$ cat src/rtl/issue_pkg.sv
package issue_pkg;

  typedef enum logic [1:0] {
    CLS_ALU   = 2'd0,
    CLS_LOAD  = 2'd1,
    CLS_STORE = 2'd2,
    CLS_DIV   = 2'd3
  } insnClass_e;

  // Per-slot strobes handed from the comparator datapath to the count control
  typedef struct packed {
    logic valid;
    logic depStall;
    logic loadUse;
    logic isLoad;
    logic isDiv;
  } slotStrobe_t;

endpackage

$ cat src/rtl/issue_hazard_dp.sv
module issue_hazard_dp
  import issue_pkg::*;
#(
  parameter int WIDTH    = 4,
  parameter int REG_BITS = 5
) (
  input  logic [WIDTH-1:0]          slotValid,
  input  logic [WIDTH*REG_BITS-1:0] srcAIdx,
  input  logic [WIDTH-1:0]          srcAUse,
  input  logic [WIDTH*REG_BITS-1:0] srcBIdx,
  input  logic [WIDTH-1:0]          srcBUse,
  input  logic [WIDTH*REG_BITS-1:0] dstIdx,
  input  logic [WIDTH-1:0]          dstWr,
  input  logic [2*WIDTH-1:0]        slotClass,
  input  logic                      prevLoadValid,
  input  logic [REG_BITS-1:0]       prevLoadDst,
  output slotStrobe_t [WIDTH-1:0]   strobes
);

  logic [REG_BITS-1:0] dstArr [WIDTH];
  logic [WIDTH-1:0]    dstLive;

  for (genvar p = 0; p < WIDTH; p++) begin : g_prod
    assign dstArr[p]  = dstIdx[p*REG_BITS +: REG_BITS];
    assign dstLive[p] = dstWr[p] && (dstArr[p] != '0);
  end

  for (genvar s = 0; s < WIDTH; s++) begin : g_slot
    logic [REG_BITS-1:0] regA;
    logic [REG_BITS-1:0] regB;
    logic                liveA;
    logic                liveB;
    logic [WIDTH-1:0]    pairHit;
    insnClass_e          cls;

    assign regA  = srcAIdx[s*REG_BITS +: REG_BITS];
    assign regB  = srcBIdx[s*REG_BITS +: REG_BITS];
    assign liveA = srcAUse[s] && (regA != '0);
    assign liveB = srcBUse[s] && (regB != '0);
    assign cls   = insnClass_e'(slotClass[2*s +: 2]);

    // Two comparators per older producer: 2, 6, 12 for groups of 2, 3, 4
    for (genvar j = 0; j < WIDTH; j++) begin : g_pair
      if (j < s) begin : g_older
        assign pairHit[j] = dstLive[j] &&
                            ((liveA && (regA == dstArr[j])) ||
                             (liveB && (regB == dstArr[j])));
      end else begin : g_none
        assign pairHit[j] = 1'b0;
      end
    end

    assign strobes[s].valid    = slotValid[s];
    assign strobes[s].depStall = |pairHit;
    assign strobes[s].loadUse  = prevLoadValid &&
                                 ((liveA && (regA == prevLoadDst)) ||
                                  (liveB && (regB == prevLoadDst)));
    assign strobes[s].isLoad   = (cls == CLS_LOAD);
    assign strobes[s].isDiv    = (cls == CLS_DIV);
  end

endmodule

$ cat config.mk
export PLATFORM = sky130hd
export DESIGN_NAME = issue_hazard_dp
export DESIGN_NICKNAME = d
export VERILOG_FILES = /design/src/rtl/issue_pkg.sv /design/src/rtl/issue_hazard_dp.sv
export SDC_FILE = /design/constraint.sdc
export NUM_CORES = 1
export LEC_CHECK = 0
export ABC_AREA = 1
export BUFFER_PORTS_ARGS = -buffer_cell sky130_fd_sc_hd__buf_2
export CORE_AREA = 5 5 70 72
export DETAILED_ROUTE_END_ITERATION = 8
export DIE_AREA = 0 0 75 77
export PLACE_DENSITY = 0.84
export SLEW_MARGIN = 20
export SYNTH_ARGS = -nofsm -noshare
export SYNTH_HDL_FRONTEND = slang
export SYNTH_SLANG_ARGS = --single-unit
$ cat constraint.sdc
create_clock -name vclk -period 1.1
set_input_delay 0.165 -clock vclk [all_inputs]
set_output_delay 0.165 -clock vclk [all_outputs]
set_load 0.02 [all_outputs]
==> results by group <==
Pwr
  • Combinational Power Share: 100.0%
  • IR drop worst, VDD: 0.000255 V
  • Internal: 0.000579 W
  • Sw power: 0.000571 W
  • Reg power frac: 0%
  • Leak Pwr: 1.44 nW
  • Power per cell area: 412 mW/mm^2
  • Sw frac: 49.7%
  • Clock share of power: 0%
  • Final Power: 0.00115 W

Worst setup path
  • Critical Path RT: 0.94 ns
  • Worst stage delay on the critical path: 0.20 ns
  • Worst setup SP type: input pin
  • Critical setup path kind: in2out
  • Buf/Inv on CP: 2
  • CP top delay family: simple AND/OR/NAND/NOR gates
  • Worst path slowest cell: xnor2_2
  • CP max FO: 3
  • CP endpoint kind: output pin
  • Worst EP arrival: 1.21 ns
  • Worst-path cell chain: buf_8, xnor2_2, nand2_1, nor2_2, nand4_1, a21oi_2, buf_4

Global routing
  • Overflow after GRT: 0
  • Initial antenna violation count: 0
  • Largest net degree at the start of global routing: 11
  • Vias in the first global route: 2251
  • Global-route wire length before repair: 9830 um
  • Total GRT Usage: 20.6%

Route
  • DRT Pass-1 Iters: 4
  • Vias per cell: 5.04
  • Final WL: 6610 um
  • Residual DRC: 0
  • Detailed Route Iter0 Violations: 120
  • WL/cell: 15.1 um
  • DR vias: 2202
  • DRT antenna net count: 0

Finish
  • Area delta synth->final: 52.6%
  • Diode count: 0
  • Seq Cell Count: 0
  • Proportion of layout cells with a drive suffix above 1: 40.8%
  • Final Non-Filler Cells: 437
  • CLK BUF: 0
  • Final #Nets: 477
  • Seq. cell area: 0 um^2
  • Filler cell count: 325

Timing
  • RSZ-0062 raised after global routing: true
  • Period utilization: 125%
  • Highest clock rate: 725 MHz
  • Final Max Slew Viols: 0
  • Final Hold Fails: 0
  • Setup TNS: -0.986 ns
  • Post-layout min period: 1.38 ns
  • Setup slack after layout: -0.279 ns
  • Final setup violation count: 7

Worst hold path
  • Hold depth: 0
  • Hold_sp: slotValid[2]
  • End point of the worst hold path: strobes[14]
  • Hold crit path type: in2out

Logic synthesis
  • Yosys warns: 0
  • Synthesized Nets: 398
  • Post-Synthesis Cells: 308
  • Avg Synthesized Cell Area: 5.94 um^2
  • Synthesized cell area: 0.00183 mm^2
  • Sequential cell area fraction in the yosys report: 0%
  • Distinct cell type count after synthesis: 26

Placement
  • Final HPWL DP: 4630 um
  • Placed Cells: 435
  • PortBufs: 95
  • Gpl congestion: 0.846

Die
  • Die Area: 0.00578 mm^2
  • Core area: 0.00423 mm^2
  • Initial Util: 43.2%
  • Rows: 24
  • IO Pins: 110
  • Die H: 77 um
  • Die Span X: 75 um

Status
  • Failing checks: setup timing
  • Status: finished, violations left

Clocking
  • CTS Hold Bufs: 0

Flow run
  • MaxCap Viol Count: 0
layout make-up:
| cell class | instances | area, um^2 | share of cell area, % |
|---|---|---|---|
| Inverter | 33 | 126 | 4.53 |
| Timing Repair Buffer | 106 | 883 | 31.6 |
| Tap cell | 52 | 65.1 | 2.33 |
| Multi-Input combinational cell | 246 | 1720 | 61.5 |
how the worst max path moves through the flow:
stage                        start          end  depth (start not counted)
global placement    prevLoadDst[1]  strobes[17]                          7
finish                  srcAIdx[5]   strobes[8]                          7
CTS                    srcAIdx[11]  strobes[13]                         10
floorplan           prevLoadDst[3]   strobes[2]                          6
detailed placement       dstIdx[0]  strobes[18]                          9
global route            srcAIdx[5]   strobes[8]                          7
cells in the final DEF (no fill, tap or decap), drive strengths merged:
| cell type | Yosys | layout |
|---|---|---|
| a21oi | 8 | 8 |
| nor2 | 48 | 48 |
| nor4 | 1 | 1 |
| nor3 | 3 | 3 |
| o21ai | 6 | 6 |
| nand3b | 1 | 1 |
| inv | 33 | 33 |
| conb | 1 | 1 |
| o22ai | 2 | 2 |
| o31ai | 1 | 1 |
| xor2 | 41 | 41 |
| nand2 | 64 | 64 |
| o211ai | 2 | 2 |
| nand4 | 12 | 12 |
| buf | 28 | 106 |
| xnor2 | 47 | 47 |
| nand3 | 9 | 9 |
per-stage QoR:
step	area, um^2	utilization, %	setup slack, ns	hold WS, ns
5_1_grt	2790	66.0	-0.286	0.330
3_5_place_dp	2230	52.8	-0.258	0.330
6_report	2790	66.0	-0.279	0.330
3_3_place_gp	2230	52.8	-0.192	0.330
2_1_floorplan	1850	-	0.00656	0.410
4_1_cts	2620	61.9	-0.112	0.330
repair_timing:
| action | CTS | global route |
|---|---|---|
| pin swaps | 41 | 34 |
| cloned | 0 | 0 |
| setup buffers | 2 | 0 |
| endpoints found under the setup margin | 7 | 7 |
| gates resized for setup | 95 | 42 |
routing by layer:
| layer | share of wire [%] | up-vias | GRT usage, % |
|---|---|---|---|
| li1 | - | 1085 | - |
| met1 | 37 | 974 | 23.6 |
| met2 | 51 | 121 | 37.5 |
| met3 | 9.1 | 22 | 3.14 |
| met4 | 3.4 | 0 | 6.76 |
| met5 | 0 | - | 0 |
power groups by stage:
stage,sequential [W],combinational (W),clock [W]
final,0,0.00115,0
after global routing,0,0.00123,0
after CTS,0,0.00104,0
after detailed placement,0,0.000873,0
after global placement,0,0.000843,0
after floorplan,0,0.000624,0
synthesized netlist by cell type:
library cell / n / area (um^2)
nor2_1: 48 / 180
nand3b_1: 1 / 7.51
buf_4: 7 / 52.6
o21ai_1: 1 / 5.00
a21oi_1: 7 / 35.0
conb_1: 1 / 3.75
inv_1: 29 / 109
nor3_2: 2 / 20.0
xnor2_1: 47 / 412
nor3_1: 1 / 5.00
nand2_2: 2 / 12.5
nand4_1: 12 / 75.1
o22ai_1: 2 / 12.5
buf_6: 9 / 101
xor2_1: 41 / 359
a21oi_2: 1 / 8.76
nand3_2: 1 / 10.0
nand2_1: 62 / 233
nand3_1: 8 / 40.0
o211ai_1: 2 / 15.0
clkbuf_2: 1 / 5.00
o21ai_0: 5 / 25.0
o31ai_1: 1 / 7.51
nor4_4: 1 / 21.3
inv_2: 4 / 15.0
buf_2: 12 / 60.1
cell families (layout without fill, tap and decap cells):
family	after synthesis	count (layout)	synth area share, %
and+or+nand+nor	138	138	33.0
xor gates and xnor gates	88	88	42.1
buffers and inverters	62	139	18.7
AOI/OAI and AO/OA	19	19	5.95
other	1	1	0.205
No activity file was read; power rests on OpenSTA's default activity.
